==> src/rtl/hostwd_pkg.sv <==
package hostwd_pkg;

  localparam int ADDR_W = 4;
  localparam int DATA_W = 16;
  localparam int ILIM_W = 9;
  localparam int PER_W  = 2;

  localparam logic [ADDR_W-1:0] A_ILIM  = 4'd0;
  localparam logic [ADDR_W-1:0] A_TIMER = 4'd1;
  localparam logic [ADDR_W-1:0] A_CONV  = 4'd2;
  localparam logic [ADDR_W-1:0] A_PATH  = 4'd3;
  localparam logic [ADDR_W-1:0] A_STAT  = 4'd4;

  localparam logic [ILIM_W-1:0] ILIM_MIN = 9'h008;
  localparam logic [ILIM_W-1:0] ILIM_MAX = 9'h190;
  localparam logic [PER_W-1:0]  PER_DEF  = 2'b01;

  // bit positions inside the command-bearing words
  localparam int TIMER_RESTART_BIT = 2;
  localparam int PATH_SOFTRST_BIT  = 7;

  typedef struct packed {
    logic              chg;
    logic              chg_wd_val;
    logic              load_out;
    logic              hiz;
    logic              rev;
    logic              load_in;
    logic              bypass;
    logic              adc;
    logic              adc_oneshot;
    logic              pin_iout;
    logic              pin_iin;
    logic [ILIM_W-1:0] ilim;
  } ctrl_t;

  function automatic logic [ILIM_W-1:0] clamp_ilim(input logic [ILIM_W-1:0] v);
    if (v < ILIM_MIN)      return ILIM_MIN;
    else if (v > ILIM_MAX) return ILIM_MAX;
    else                   return v;
  endfunction

  function automatic ctrl_t ctrl_default();
    ctrl_t c;
    c.chg         = 1'b1;
    c.chg_wd_val  = 1'b1;
    c.load_out    = 1'b0;
    c.hiz         = 1'b0;
    c.rev         = 1'b0;
    c.load_in     = 1'b0;
    c.bypass      = 1'b0;
    c.adc         = 1'b0;
    c.adc_oneshot = 1'b1;
    c.pin_iout    = 1'b1;
    c.pin_iin     = 1'b1;
    c.ilim        = ILIM_MAX;
    return c;
  endfunction

  // Restore only the watchdog group; other fields pass through.
  function automatic ctrl_t ctrl_wd_restore(input ctrl_t c);
    ctrl_t r;
    r          = c;
    r.chg      = c.chg_wd_val;
    r.load_out = 1'b0;
    r.hiz      = 1'b0;
    r.rev      = 1'b0;
    r.load_in  = 1'b0;
    r.bypass   = 1'b0;
    r.adc      = 1'b0;
    r.pin_iout = 1'b1;
    r.pin_iin  = 1'b1;
    r.ilim     = ILIM_MAX;
    return r;
  endfunction

  // Timeout length in ticks for a period code; zero means disabled.
  function automatic int unsigned wd_span(input logic [PER_W-1:0] p,
                                          input int unsigned tps,
                                          input int unsigned base_sec);
    case (p)
      2'b01:   return base_sec * tps;
      2'b10:   return 2 * base_sec * tps;
      2'b11:   return 4 * base_sec * tps;
      default: return 0;
    endcase
  endfunction

endpackage

==> src/rtl/hostwd_timer.sv <==
module hostwd_timer
  import hostwd_pkg::*;
#(
  parameter int unsigned TICKS_PER_SEC = 1000,
  parameter int unsigned BASE_SEC      = 40
) (
  input  logic             clk,
  input  logic             rst_n,
  input  logic             soft_rst,
  input  logic             tick,
  input  logic             cfg_wr,
  input  logic [PER_W-1:0] cfg_period,
  input  logic             cfg_restart,
  output logic [PER_W-1:0] period,
  output logic             expire_pulse,
  output logic             wd_status
);

  localparam int unsigned MAX_TICKS = TICKS_PER_SEC * BASE_SEC * 4;
  localparam int          CNT_W     = $clog2(MAX_TICKS + 1);

  logic [CNT_W-1:0] cnt;
  logic [CNT_W-1:0] lim_last;
  logic             reload;
  logic             at_last;

  assign lim_last = CNT_W'(wd_span(period, TICKS_PER_SEC, BASE_SEC) - 1);
  assign reload   = cfg_wr && (cfg_restart || (cfg_period != period));
  assign at_last  = (cnt == lim_last);

  assign expire_pulse = !soft_rst && !reload && (period != '0) &&
                        !wd_status && tick && at_last;

  always_ff @(posedge clk or negedge rst_n) begin
    if (!rst_n) begin
      period    <= PER_DEF;
      cnt       <= '0;
      wd_status <= 1'b0;
    end else if (soft_rst) begin
      period    <= PER_DEF;
      cnt       <= '0;
      wd_status <= 1'b0;
    end else begin
      if (cfg_wr) period <= cfg_period;
      if (reload) begin
        cnt <= '0;
        if (cfg_restart) wd_status <= 1'b0;
      end else if (expire_pulse) begin
        cnt       <= '0;
        wd_status <= 1'b1;
      end else if ((period == '0) || wd_status) begin
        cnt <= '0;
      end else if (tick) begin
        cnt <= cnt + 1'b1;
      end
    end
  end

endmodule

==> src/rtl/hostwd_evflag.sv <==
module hostwd_evflag (
  input  logic clk,
  input  logic rst_n,
  input  logic soft_rst,
  input  logic set_pulse,
  input  logic clr_read,
  output logic flag
);

  always_ff @(posedge clk or negedge rst_n) begin
    if (!rst_n)         flag <= 1'b0;
    else if (soft_rst)  flag <= 1'b0;
    else if (set_pulse) flag <= 1'b1;
    else if (clr_read)  flag <= 1'b0;
  end

endmodule

==> src/rtl/hostwd_ctrl.sv <==
module hostwd_ctrl
  import hostwd_pkg::*;
(
  input  logic              clk,
  input  logic              rst_n,
  input  logic              soft_rst,
  input  logic              wd_expire,
  input  logic              wr_en,
  input  logic [ADDR_W-1:0] addr,
  input  logic [DATA_W-1:0] wdata,
  output ctrl_t             ctrl
);

  ctrl_t nxt;

  always_comb begin
    nxt = ctrl;
    if (wd_expire) begin
      nxt = ctrl_wd_restore(ctrl);
    end else if (wr_en) begin
      case (addr)
        A_ILIM: nxt.ilim = clamp_ilim(wdata[ILIM_W-1:0]);
        A_CONV: begin
          nxt.chg        = wdata[0];
          nxt.load_out   = wdata[1];
          nxt.hiz        = wdata[2];
          nxt.chg_wd_val = wdata[3];
        end
        A_PATH: begin
          nxt.rev         = wdata[0];
          nxt.load_in     = wdata[1];
          nxt.bypass      = wdata[2];
          nxt.adc         = wdata[3];
          nxt.pin_iout    = wdata[4];
          nxt.pin_iin     = wdata[5];
          nxt.adc_oneshot = wdata[6];
        end
        default: ;
      endcase
    end
  end

  always_ff @(posedge clk or negedge rst_n) begin
    if (!rst_n)        ctrl <= ctrl_default();
    else if (soft_rst) ctrl <= ctrl_default();
    else               ctrl <= nxt;
  end

endmodule

==> src/rtl/hostwd_regfile.sv <==
module hostwd_regfile
  import hostwd_pkg::*;
#(
  parameter int unsigned TICKS_PER_SEC = 1000,
  parameter int unsigned BASE_SEC      = 40
) (
  input  logic        clk,
  input  logic        rst_n,
  input  logic        tick,
  input  logic        wr_en,
  input  logic        rd_en,
  input  logic [3:0]  addr,
  input  logic [15:0] wdata,
  output logic [15:0] rdata,
  output logic        chg_en,
  output logic        hiz_en,
  output logic        rev_en,
  output logic        bypass_en,
  output logic        adc_en,
  output logic        iout_pin_en,
  output logic        iin_pin_en,
  output logic        load_out_en,
  output logic        load_in_en,
  output logic [8:0]  ilim_code,
  output logic        wd_status,
  output logic        wd_flag
);

  // named internal events, visible to the bound checker
  logic             soft_rst_cmd;
  logic             restart_cmd;
  logic             timer_wr;
  logic             wd_expire;
  logic [PER_W-1:0] wd_period;
  logic             chg_wd_sel;
  logic             stat_read;
  ctrl_t            ctrl_q;
  logic [DATA_W-1:0] rd_word;

  assign soft_rst_cmd = wr_en && (addr == A_PATH) && wdata[PATH_SOFTRST_BIT];
  assign timer_wr     = wr_en && (addr == A_TIMER);
  assign restart_cmd  = timer_wr && wdata[TIMER_RESTART_BIT];
  assign stat_read    = rd_en && (addr == A_STAT);

  hostwd_timer #(
    .TICKS_PER_SEC (TICKS_PER_SEC),
    .BASE_SEC      (BASE_SEC)
  ) u_timer (
    .clk          (clk),
    .rst_n        (rst_n),
    .soft_rst     (soft_rst_cmd),
    .tick         (tick),
    .cfg_wr       (timer_wr),
    .cfg_period   (wdata[PER_W-1:0]),
    .cfg_restart  (wdata[TIMER_RESTART_BIT]),
    .period       (wd_period),
    .expire_pulse (wd_expire),
    .wd_status    (wd_status)
  );

  hostwd_evflag u_flag (
    .clk       (clk),
    .rst_n     (rst_n),
    .soft_rst  (soft_rst_cmd),
    .set_pulse (wd_expire),
    .clr_read  (stat_read),
    .flag      (wd_flag)
  );

  hostwd_ctrl u_ctrl (
    .clk       (clk),
    .rst_n     (rst_n),
    .soft_rst  (soft_rst_cmd),
    .wd_expire (wd_expire),
    .wr_en     (wr_en),
    .addr      (addr),
    .wdata     (wdata),
    .ctrl      (ctrl_q)
  );

  assign chg_wd_sel  = ctrl_q.chg_wd_val;
  assign chg_en      = ctrl_q.chg;
  assign hiz_en      = ctrl_q.hiz;
  assign rev_en      = ctrl_q.rev;
  assign bypass_en   = ctrl_q.bypass;
  assign adc_en      = ctrl_q.adc;
  assign iout_pin_en = ctrl_q.pin_iout;
  assign iin_pin_en  = ctrl_q.pin_iin;
  assign load_out_en = ctrl_q.load_out;
  assign load_in_en  = ctrl_q.load_in;
  assign ilim_code   = ctrl_q.ilim;

  always_comb begin
    rd_word = '0;
    case (addr)
      A_ILIM:  rd_word[ILIM_W-1:0] = ctrl_q.ilim;
      A_TIMER: rd_word[PER_W-1:0]  = wd_period;
      A_CONV:  rd_word[3:0] = {ctrl_q.chg_wd_val, ctrl_q.hiz,
                               ctrl_q.load_out, ctrl_q.chg};
      A_PATH:  rd_word[6:0] = {ctrl_q.adc_oneshot, ctrl_q.pin_iin,
                               ctrl_q.pin_iout, ctrl_q.adc, ctrl_q.bypass,
                               ctrl_q.load_in, ctrl_q.rev};
      A_STAT:  rd_word[1:0] = {wd_flag, wd_status};
      default: rd_word = '0;
    endcase
  end

  always_ff @(posedge clk or negedge rst_n) begin
    if (!rst_n)     rdata <= '0;
    else if (rd_en) rdata <= rd_word;
  end

endmodule

==> config.mk <==
export PLATFORM = sky130hd
export DESIGN_NAME = hostwd_regfile
export DESIGN_NICKNAME = d
export VERILOG_FILES = /design/src/rtl/hostwd_pkg.sv /design/src/rtl/hostwd_timer.sv /design/src/rtl/hostwd_evflag.sv /design/src/rtl/hostwd_ctrl.sv /design/src/rtl/hostwd_regfile.sv
export SDC_FILE = /design/constraint.sdc
export NUM_CORES = 1
export LEC_CHECK = 0
export ABC_AREA = 1
export BUFFER_PORTS_ARGS = -buffer_cell sky130_fd_sc_hd__buf_2
export CORE_ASPECT_RATIO = 1.75
export CORE_MARGIN = 1
export CORE_UTILIZATION = 40
export DETAILED_ROUTE_END_ITERATION = 12
export PLACE_DENSITY_LB_ADDON = 0.12
export SKIP_CTS_REPAIR_TIMING = 1
export SLEW_MARGIN = 20
export SYNTH_ARGS = -nofsm -noshare
export SYNTH_HDL_FRONTEND = slang
export SYNTH_SLANG_ARGS = --single-unit
==> constraint.sdc <==
create_clock -name clk -period 5.9 [get_ports clk]
set_clock_uncertainty 0.15 [all_clocks]
set_input_delay 1.18 -clock clk [delete_from_list [all_inputs] [get_ports clk]]
set_output_delay 1.18 -clock clk [all_outputs]
set_load 0.03 [all_outputs]
After elaboration in Yosys (flattened, before gate mapping)
Cells that the tools add are included.

operators by class
  div/mod/pow operators = 0
  multipliers = 0
  multiplexer cells = 27
  add/subtract/negate cells = 2
  order comparisons = 2
  reductions and logical operators = 35
  bitwise gates (word level) = 0
  shift operators = 0
  eq/ne operators = 11

operators with widths
  operator                 number
  $mux W18                 5
  $mux W20                 3
  $pmux W18 S3             1
  $mux W9                  3
  $add A18 B1 Y18 const B  1
  $eq A18 B18 Y1           1
  $reduce_bool A3 Y1       6
  $sub A18 B1 Y18 const B  1
  $logic_and A1 B1 Y1      10
  $pmux W2 S5              1
  $reduce_bool A2 Y1       5
  $gt A9 B9 Y1 const B     1
  $lt A9 B4 Y1 const B     1
  $eq A4 B2 Y1 const B     2
  $reduce_and A2 Y1        4
  $mux W1                  7
  $mux W7                  1
  $mux W2                  3
  $pmux W2 S3              1
  $pmux W3 S2              1
  $reduce_and A3 Y1        2
  $reduce_bool A5 Y1       1
  $eq A2 B2 Y1 const B     2
  $eq A4 B1 Y1 const B     1
  other kinds (10)         13

storage, ports and cells
  flip-flop bits (word level) = 51
  bits in latches = 0
  bits in writable memories = 0
  bits of input ports = 25
  ROM bits = 0
  memories kept = 0
  output and inout port bits = 36

Logic depth before layout (Yosys ltp)
Gate-level depths: netlist of run 1.

  depth in word-level cells = 12
  depth in mapped cells = 16
  gate-level depth less buffers = 16

Hierarchy
A second synthesis of run 1 with hierarchy kept.

unflattened totals
  cells, all modules = 497
  area total of the unflattened synthesis = 3,432.0 µm²

by module, submodules not included
  module          instances  seq. area each (µm²)  cells each  area each (µm²)
  hostwd_timer    1          526.8                 255         1,684.1
  hostwd_ctrl     1          510.5                 134         1,024.7
  hostwd_regfile  1          225.2                 103         678.2
  hostwd_evflag   1          25.0                  5           45.0

Least setup slack after synthesis of run 1
No wires, ideal clock.

  path kind = input-to-reg
  start point = input port addr[0]
  end point = register u_timer.cnt[7]
  buffers on the path = 1
  library setup time = 0.120 ns
  required time = 5.630 ns
  setup slack = 3.414 ns
  stages on the path = 10
  data arrival time = 2.217 ns
  path through = inv_1 -> nor2_1 -> nand3_1 -> nor2_2 -> nor2_4 -> nand2_4 -> buf_6 -> nand2_1 -> o21ai_0 -> nor2_1

between the ends
  cells in the longest elaborated chain, start to end = 12

RTL lines
  what                                          RTL line                                    text
  start, declared                               hostwd_regfile.sv:12                        input logic [3:0] addr,
  $eq A4 B2 Y1 or $eq A4 B1 Y1 (tied branches)  hostwd_regfile.sv:40, hostwd_regfile.sv:41
  $logic_and A1 B1 Y1 (on tied branches)        hostwd_regfile.sv:40, hostwd_regfile.sv:41
  $logic_and A1 B1 Y1 (on tied branches)        hostwd_regfile.sv:40, hostwd_timer.sv:28
  $logic_not A1 Y1                              hostwd_timer.sv:31                          assign expire_pulse = !soft_rst && !reload && (period != '0) &&
  $logic_and A1 B1 Y1 (3 in a row)              hostwd_timer.sv:31
  $logic_and A1 B1 Y1 (2 in a row)              hostwd_timer.sv:32                          !wd_status && tick && at_last;
  $mux W18                                      hostwd_timer.sv:48                          end else if (expire_pulse) begin
  $mux W18                                      hostwd_timer.sv:45                          if (reload) begin
  $mux W18                                      hostwd_timer.sv:39                          end else if (soft_rst) begin
  end signal, assigned                          hostwd_timer.sv:54                          cnt <= cnt + 1'b1;
  end, declared                                 hostwd_timer.sv:22                          logic [CNT_W-1:0] cnt;

Parallel ways exist; a longest one is shown, timed or not.
A chain may end at the register's enable or synchronous reset.

Worst setup path in the final report of run 1
  start point = input port addr[0]
  end point = register u_timer.cnt[11]

The elaborated chain is that of the path after synthesis.

==> results of run 1 <==
-- metal layers --
metal | share of wire | up-vias | track usage
met3 | 0.034 | 24 | 0.03015
li1 | - | 1591 | -
met5 | 0 | - | 0
met4 | 0.055 | 0 | 0.1500
met2 | 0.56 | 74 | 0.4321
met1 | 0.35 | 1404 | 0.2049
-- registers in the layout, indices dropped and copies added, names as in the netlist --
name / flops
u_flag.flag: 1
u_ctrl.ctrl: 20
u_timer.cnt: 18
u_timer.wd_status: 1
rdata: 9
u_timer.period: 2
-- layout make-up --
type / instances / area, um^2 / area share
Multi-Input combinational cell: 346 / 1650 / 0.4435
Timing Repair Buffer: 47 / 237.7 / 0.06389
Sequential cell: 51 / 1287 / 0.3460
Clock inverter: 3 / 18.77 / 0.005044
Inverter: 77 / 289.0 / 0.07767
Clock buffer: 5 / 125.1 / 0.03362
Tap cell: 90 / 112.6 / 0.03026
-- worst max-delay path, stage by stage --
cell	delay (ns)
buf_2	0.10
inv_1	0.12
nor2_1	0.08
nand3_1	0.20
o21bai_1	0.21
nand2_4	0.10
nor2_4	0.36
o21ai_0	0.22
a21oi_1	0.17
-- path summary, 6_finish.rpt --
path	to	slack (ns)	cells past startpoint
setup / recovery	u_timer.cnt[11]	3.22	9
hold / removal	u_ctrl.ctrl[19]	0.34	2
setup reg to reg	u_timer.cnt[11]	3.31	13
hold reg to reg	u_ctrl.ctrl[19]	0.34	2
max in group asynchronous	u_timer.cnt[9]	4.29	2
min in group asynchronous	rdata[5]	0.84	2
-- cells in the mapped netlist (2+ instances only) --
| cell type | number | share of area |
|---|---|---|
| nand4_1 | 11 | 0.020 |
| clkbuf_1 | 2 | 0.0022 |
| o21ai_1 | 3 | 0.0045 |
| dfstp_2 | 9 | 0.070 |
| nor2_1 | 64 | 0.071 |
| inv_1 | 73 | 0.081 |
| ha_1 | 6 | 0.022 |
| o211ai_1 | 2 | 0.0045 |
| nand3_1 | 43 | 0.064 |
| a21oi_1 | 17 | 0.025 |
| o21ai_0 | 27 | 0.040 |
| buf_6 | 2 | 0.0067 |
| inv_2 | 4 | 0.0045 |
| nand2_4 | 4 | 0.013 |
| nand2_1 | 134 | 0.15 |
| buf_4 | 17 | 0.038 |
| nor2_4 | 5 | 0.017 |
| dfrtp_1 | 42 | 0.31 |
| nor2_2 | 6 | 0.011 |
| mux2_2 | 3 | 0.010 |
| nor3_1 | 6 | 0.0089 |
| a31oi_1 | 2 | 0.0037 |
-- power breakdown --
| part | total, mW | switching, mW | internal, mW |
|---|---|---|---|
| sequential | 0.443 | 0.0371 | 0.406 |
| combinational | 0.308 | 0.214 | 0.0935 |
| clock | 0.291 | 0.134 | 0.157 |
| total | 1.04 | 0.385 | 0.657 |
-- layout by cell type (no fill, tap or decap), types with 3 or more instances in the layout --
cell | synthesis | layout
o21ai_0 | 27 | 27
dfrtp_1 | 42 | 42
o21ai_1 | 3 | 3
inv_1 | 73 | 73
buf_2 | 1 | 46
nor2_1 | 64 | 64
nor2_4 | 5 | 5
conb_1 | 1 | 7
nand2_1 | 134 | 134
nand3_1 | 43 | 43
nand4_1 | 11 | 11
ha_1 | 6 | 6
nor3_1 | 6 | 6
dfstp_2 | 9 | 9
inv_2 | 4 | 4
mux2_2 | 3 | 3
nand2_4 | 4 | 4
a21oi_1 | 17 | 17
clkbuf_16 | 0 | 5
nor2_2 | 6 | 6
-- kinds of logic after synthesis --
logic type,after synthesis
adders and majority gates,6
and+or+nand+nor,276
DFF,51
other,1
AOI/OAI and AO/OA,54
buffers and inverters,99
muxes,3
==> impl_metrics.env, run 1 <==
export IMPL_status="finished, violations left"
export IMPL_violations="design-rule violations"
export IMPL_cts_tree="built"
export IMPL_start_util=0.4200
export IMPL_finalSetupViolations=0
export IMPL_clock_sinks=51
export IMPL_ios=61
export IMPL_drt_first_iter_violations=220
export IMPL_synthFlopType="dfrtp_1"
export IMPL_grt_util_all_layers=0.2204
export IMPL_critPathKind="primary input to flop"
export IMPL_die_x_um=71.36
export IMPL_viasPerCell=4.997
export IMPL_fin_util=0.4642
export IMPL_fin_area_mm2=0.003721
export IMPL_setup_tns_ns=0
export IMPL_dieHeight_um=123.4
export IMPL_place_inst=611
export IMPL_core_area_mm2=0.008016
export IMPL_drv_cap=0
export IMPL_root_buffer="clkbuf_16"
export IMPL_max_clock_freq_ghz=0.3728
export IMPL_synth_area_mux_share=0.01003
export IMPL_die_area_mm2=0.008803
export IMPL_gp_congestion=0.8882
export IMPL_synth_xor_area_frac=0
export IMPL_antenna_left=0
export IMPL_grt_overflow_total=0
export IMPL_synth_compound_area_frac=0.08473
export IMPL_synth_area_mm2=0.003367
export IMPL_hold_ws_ns=0.3404
export IMPL_synthAdderAreaFrac=0.02230
export IMPL_dp_hpwl_um=7156
export IMPL_hold_start="u_ctrl.ctrl[19]"
export IMPL_ctsHtreeMaxLevel=2
export IMPL_slew_violations=0
export IMPL_place_ws_ns=2.924
export IMPL_n_fill_cell=829
export IMPL_synth_distinct_cells=30
export IMPL_drcViolationCount=6
export IMPL_r2r_start="u_timer.period[0]"
export IMPL_syn_inst=490
export IMPL_start_kind="primary input"
export IMPL_cellLeakagePower_nw=2.027
export IMPL_clk_latency_ns=0.30
export IMPL_rsz0062_at_grt="no"
export IMPL_area_delta_synth_final_pct=10.52
export IMPL_fin_crit_sh=0.4547
export IMPL_yosys_warnings=0
export IMPL_setup_ws_ns=3.217
export IMPL_drive_gt1_frac=0.1701
export IMPL_vias=3093
export IMPL_synth_top_family_by_area="simple AND/OR/NAND/NOR gates"
export IMPL_grt_max_degree=52
export IMPL_yosysSeqAreaShare=0.3824
export IMPL_io_buffers=46
export IMPL_fp_row_count=43
export IMPL_cts_buffers=5
export IMPL_first_pass_iters=11
export IMPL_tightest_slew_ns=0.6696
export IMPL_async_reset_ff_frac=1.000
export IMPL_hp_class="flop to flop"
export IMPL_synthSimpleGateAreaFrac=0.3653
export IMPL_avgSynthCellArea_um2=6.871
export IMPL_grt_pass1_wl_um=14510
export IMPL_peakVddDrop_mv=0.1621
export IMPL_wl_per_cell_um=14.65
export IMPL_max_slew_margin=0.5536
export IMPL_placed_cell_area_mm2=0.003577
export IMPL_synth_seq_cells=51
export IMPL_path_clk_slew_ns=0.07
export IMPL_total_power_mw=1.042
export IMPL_grt_pass1_vias=3054
export IMPL_setup_worst_path_end_class="flop"
export IMPL_crit_start="addr[0]"
export IMPL_clockBufferDepth=2
export IMPL_critical_path_max_fanout=17
export IMPL_fin_cells=619
export IMPL_required_ns=5.96
export IMPL_layout_min_cycle_time_ns=2.683
export IMPL_antenna_found_initial=0
export IMPL_power_density_mw_per_mm2=280.1
export IMPL_n_antenna_cell=0
export IMPL_arrival_ns=2.75
export IMPL_hold_viol=0
export IMPL_synth_edf_count=0
export IMPL_wirelength_um=9067
export IMPL_fin_nets=559
No activity file was read; power rests on OpenSTA's default activity.
==> run 2: changes to the inputs <==
clock period = 2.6 ns   (was 5.9 ns; I/O delays follow)
==> impl_metrics.env, run 2 (synthesis gave the netlist of run 1 again) <==
export IMPL_regMostFlops="u_ctrl.ctrl"
export IMPL_reg_top3="u_ctrl.ctrl: 20 flops, u_timer.cnt: 18 flops, rdata: 9 flops"
export IMPL_viasPerCell=5.114
export IMPL_fp_row_count=43
export IMPL_crit_slowest_cell="dfrtp_1"
export IMPL_peakVddDrop_mv=0.3172
export IMPL_critical_path_max_fanout=8
export IMPL_layout_cells_most_common="nand2_1"
export IMPL_crit_chain="inv_1, ha_1, inv_1, nand2_1, nand2_1, nand2_1, nand2_1, inv_1, nand2_1, nor2_4, nand2_4, nand2_1, inv_1, nand2_1, o21ai_1"
export IMPL_fin_crit_sh=0.9027
export IMPL_setup_tns_ns=0
export IMPL_ios=61
export IMPL_power_switching_mw=0.8864
export IMPL_netSwitchingFraction=0.3558
export IMPL_cts_buffers=5
export IMPL_pwr_share_seq=0.402
export IMPL_clockBufferDepth=2
export IMPL_grt_util_all_layers=0.2200
export IMPL_die_area_mm2=0.008803
export IMPL_first_pass_iters=10
export IMPL_p_int_mw=1.605
export IMPL_status="finished, violations left"
export IMPL_drcViolationCount=6
export IMPL_p_comb_frac=0.290
export IMPL_final_cell_mix="134 x nand2_1, 73 x inv_1, 64 x nor2_1"
export IMPL_fin_area_mm2=0.003786
export IMPL_path_clk_slew_ns=0.07
export IMPL_drt_first_iter_violations=211
export IMPL_finalSetupViolations=0
export IMPL_start_kind="flop"
export IMPL_io_buffers=46
export IMPL_grt_pass1_wl_um=14410
export IMPL_die_x_um=71.36
export IMPL_start_util=0.4200
export IMPL_grt_max_degree=52
export IMPL_hp_class="primary input to async pin"
export IMPL_fin_nets=564
export IMPL_core_area_mm2=0.008016
export IMPL_gp_congestion=0.8761
export IMPL_dieHeight_um=123.4
export IMPL_required_ns=2.63
export IMPL_max_clock_freq_ghz=0.4261
export IMPL_area_delta_synth_final_pct=12.45
export IMPL_clk_latency_ns=0.30
export IMPL_layout_min_cycle_time_ns=2.347
export IMPL_drv_cap=0
export IMPL_largest_reg_flops=20
export IMPL_pwr_share_clk=0.308
export IMPL_clock_sinks=51
export IMPL_slowest_delay_ns=0.42
export IMPL_arrival_ns=2.38
export IMPL_grt_overflow_total=0
export IMPL_power_density_mw_per_mm2=657.9
export IMPL_grt_pass1_vias=3042
export IMPL_violations="design-rule violations"
export IMPL_root_buffer="clkbuf_16"
export IMPL_hold_viol=0
export IMPL_ctsHtreeMaxLevel=2
export IMPL_vias=3191
export IMPL_wirelength_um=9256
export IMPL_cellLeakagePower_nw=2.058
export IMPL_slew_violations=0
export IMPL_cts_tree="built"
export IMPL_rsz0062_at_grt="no"
export IMPL_placed_cell_area_mm2=0.003615
export IMPL_dp_hpwl_um=7276
export IMPL_crit_top_cell="nand2_1"
export IMPL_critPathKind="flop to flop"
export IMPL_n_antenna_cell=0
export IMPL_antenna_left=0
export IMPL_tightest_slew_ns=0.6710
export IMPL_setup_worst_path_end_class="flop"
export IMPL_wl_per_cell_um=14.83
export IMPL_antenna_found_initial=0
export IMPL_drive_gt1_frac=0.1779
export IMPL_max_slew_margin=0.5527
export IMPL_fin_util=0.4723
-- run 2: cell count changes in the layout (fill, tap and decap cells not counted), sizes merged --
cell and change:
buf +5, clkinv -2, clkinvlp +1, bufinv +1
-- run 2: layer usage --
metal,track usage,wire length (um)
met5,0,0
met2,0.4161,4995
met4,0.1638,500
met3,0.03015,296
met1,0.2119,3463
-- run 2: through the flow --
stage	power [mW]	worst slack (ns)	hold slack (ns)	cells
final	2.491	0.2530	0.1882	624
after global routing	2.631	0.06000	0.2462	624
after CTS	2.524	0.2448	0.2144	624
after detailed placement	1.744	0.2823	0.3310	616
after global placement	1.734	0.2995	0.3274	616
after floorplan	1.577	0.4613	0.07441	496
-- run 2: layout make-up --
class                           instances  area, um^2
Tap cell                               90       112.6
Multi-Input combinational cell        346        1650
Inverter                               77       289.0
Sequential cell                        51        1287
Clock inverter                          3       46.29
Timing Repair Buffer                   52       275.3
Fill cell                             829        4230
Clock buffer                            5       125.1
-- run 2: final timing paths --
path / start / to / slack, ns / depth (start not counted)
setup / recovery: u_timer.period[1] / u_ctrl.ctrl[13] / 0.25 / 15
hold / removal: rst_n / rdata[5] / 0.19 / 2
setup reg to reg: u_timer.period[1] / u_ctrl.ctrl[13] / 0.25 / 15
hold reg to reg: u_ctrl.ctrl[19] / u_ctrl.ctrl[19] / 0.34 / 2
max in group asynchronous: rst_n / u_timer.cnt[10] / 1.65 / 2
min in group clk: u_ctrl.ctrl[19] / u_ctrl.ctrl[19] / 0.34 / 2
-- run 2: worst max-delay path: cells and delay by family, from the launching register on --
family,cells,cell delay [ns]
AOI/OAI and AO/OA,1,0.06
adders and majority gates,1,0.30
DFF,1,0.42
buffers and inverters,4,0.44
and+or+nand+nor,9,0.86
-- run 2: power groups by stage --
stage          combinational, mW  clock [mW]  sequential (mW)
2_1_floorplan              0.502           0             1.07
4_1_cts                    0.731       0.792             1.00
5_1_grt                    0.811       0.810             1.01
3_5_place_dp               0.728           0             1.02
3_3_place_gp               0.722           0             1.01
6_report                   0.723       0.767             1.00
==> run 3: changes to the inputs <==
ABC_AREA = not set   (was 1)
==> impl_metrics.env, run 3 <==
export IMPL_synth_top_area_frac=0.3455
export IMPL_grt_util_all_layers=0.2195
export IMPL_rsz0062_at_grt="yes"
export IMPL_required_ns=2.63
export IMPL_synth_compound_area_frac=0.1514
export IMPL_core_area_mm2=0.007284
export IMPL_synthSimpleGateAreaFrac=0.2357
export IMPL_crit_start="u_timer.period[0]"
export IMPL_drv_cap=0
export IMPL_gp_congestion=0.8720
export IMPL_reg2reg_setup_slack_ns=-0.08
export IMPL_max_slew_margin=0.5647
export IMPL_finalSetupViolations=15
export IMPL_drcViolationCount=0
export IMPL_root_buffer="clkbuf_16"
export IMPL_cts_buffers=5
export IMPL_synthFlopType="dfrtp_1"
export IMPL_fin_cells=467
export IMPL_setup_worst_path_end_class="flop"
export IMPL_ctsHtreeMaxLevel=2
export IMPL_worstRegToRegCells=9
export IMPL_wl_per_cell_um=17.93
export IMPL_hp_class="primary input to async pin"
export IMPL_clockBufferDepth=2
export IMPL_yosysTopAreaCell="dfrtp_1"
export IMPL_hold_ws_ns=0.1844
export IMPL_setup_ws_ns=-0.08453
export IMPL_cts_tree="built"
export IMPL_reg_top3="u_ctrl.ctrl: 20 flops, u_timer.cnt: 18 flops, rdata: 9 flops"
export IMPL_layout_min_cycle_time_ns=2.685
export IMPL_start_util=0.4176
export IMPL_avgSynthCellArea_um2=9.417
export IMPL_arrival_ns=2.72
export IMPL_wirelength_um=8375
export IMPL_path_clk_slew_ns=0.07
export IMPL_yosysSeqAreaShare=0.4233
export IMPL_vias=2598
export IMPL_clk_latency_ns=0.29
export IMPL_hold_viol=0
export IMPL_async_reset_ff_frac=1.000
export IMPL_grt_max_degree=52
export IMPL_peakVddDrop_mv=0.3651
export IMPL_synth_area_mm2=0.003042
export IMPL_viasPerCell=5.563
export IMPL_grt_pass1_vias=2586
export IMPL_status="finished, violations left"
export IMPL_die_area_mm2=0.007971
export IMPL_synth_area_mux_share=0.01687
export IMPL_regMostFlops="u_ctrl.ctrl"
export IMPL_r2r_end="u_ctrl.ctrl[16]"
export IMPL_place_ws_ns=-0.07561
export IMPL_critical_path_max_fanout=7
export IMPL_r2r_start="u_timer.period[0]"
export IMPL_ios=61
export IMPL_yosysMostFrequentCell="dfrtp_1"
export IMPL_synth_distinct_cells=58
export IMPL_synth_top_family_by_area="simple AND/OR/NAND/NOR gates"
export IMPL_antenna_left=0
export IMPL_dieHeight_um=117.4
export IMPL_io_buffers=46
export IMPL_synth_seq_cells=51
export IMPL_grt_overflow_total=0
export IMPL_drive_gt1_frac=0.3307
export IMPL_max_clock_freq_ghz=0.3725
export IMPL_dp_hpwl_um=6012
export IMPL_fin_nets=411
export IMPL_tightest_slew_ns=0.6529
export IMPL_slew_violations=0
export IMPL_first_pass_iters=4
export IMPL_start_kind="flop"
export IMPL_drt_first_iter_violations=97
export IMPL_fin_crit_sh=1.033
export IMPL_cellLeakagePower_nw=1.685
export IMPL_syn_inst=323
export IMPL_clock_sinks=51
export IMPL_synth_xor_area_frac=0.05759
export IMPL_fp_row_count=41
export IMPL_area_delta_synth_final_pct=23.20
export IMPL_synth_edf_count=0
export IMPL_place_inst=454
export IMPL_yosys_warnings=0
export IMPL_critPathKind="flop to flop"
export IMPL_power_density_mw_per_mm2=679.6
export IMPL_grt_pass1_wl_um=12950
export IMPL_antenna_found_initial=0
export IMPL_violations="negative setup slack"
export IMPL_n_antenna_cell=0
export IMPL_layout_cells_most_common="buf_2"
export IMPL_die_x_um=67.92
export IMPL_synthTopCellsByArea="dfrtp_1 35%, dfstp_2 7.8%, buf_4 4.4%, nor2_1 3.7%, a21oi_1 3.6%"
export IMPL_synthAdderAreaFrac=0.02468
export IMPL_final_cell_mix="46 x buf_2, 42 x dfrtp_1, 28 x nor2_1"
export IMPL_largest_reg_flops=20
export IMPL_synth_top_cells_by_count="42 x dfrtp_1, 30 x nor2_1, 22 x a21oi_1, 19 x nand2_1, 18 x buf_4"
[run 3: changes by cell type in the layout (fill, tap and decap cells not counted), sizes merged, moves of 13 or more]
cell / delta
a22oi: +13
o21ai: -18
nor2: -34
nand2: -120
nand3: -34
inv: -64
buf: +21
[run 3: worst max path at each step]
| stage | end | slack, ns | cells past startpoint |
|---|---|---|---|
| final | u_ctrl.ctrl[16] | -0.08 | 9 |
| after global routing | u_ctrl.ctrl[16] | -0.15 | 9 |
| after CTS | u_ctrl.ctrl[19] | -0.07 | 7 |
| after detailed placement | u_ctrl.ctrl[10] | -0.08 | 7 |
| after global placement | u_ctrl.ctrl[10] | -0.03 | 7 |
| after floorplan | u_ctrl.ctrl[16] | 0.05 | 8 |
[run 3: per-layer routing]
metal | GRT usage | share of wire | vias to the layer above
met2 | 0.3836 | 0.56 | 63
met1 | 0.2320 | 0.37 | 1267
li1 | - | - | 1239
met4 | 0.1263 | 0.048 | 0
met3 | 0.03794 | 0.026 | 29
met5 | 0 | 0 | -
[run 3: worst max-delay path, stage by stage, from the launching register on]
cell and delay, ns:
dfstp_2 0.54, inv_2 0.05, ha_4 0.26, or4b_4 0.47, a211oi_4 0.29, o2111ai_4 0.21
buf_6 0.18, nor2_4 0.18, clkbuf_16 0.19, nor3_1 0.05
[run 3: cell families after synthesis]
kind of cell	after synthesis
compound gates	68
xor+xnor	20
fa+ha+maj	6
buf+inv	45
flops	51
mux	5
other cells	1
simple gates	127
[run 3: layout make-up]
class / count / area [um^2]
repair buffers: 75 / 515.5
flip-flops and latches: 51 / 1287
clock inverters: 3 / 67.56
well taps: 86 / 107.6
multi-input cells: 233 / 1592
clock buffers: 5 / 125.1
fillers: 723 / 3537
inverters: 14 / 52.55
[run 3: metrics by stage]
step                  util  area [um^2]  total power [mW]  TNS [ns]
floorplan                -         3064             1.474         0
global placement    0.4651         3388             1.624   -0.1111
detailed placement  0.4651         3388             1.633   -0.7363
CTS                 0.4916         3581             2.507   -0.9228
global route        0.5144         3747             2.668    -2.811
finish              0.5144         3747             2.547   -0.9615
[run 3: power by group]
part           internal, mW  switching (mW)
logic                 0.270           0.443
clock network         0.552           0.305
registers             0.902          0.0745
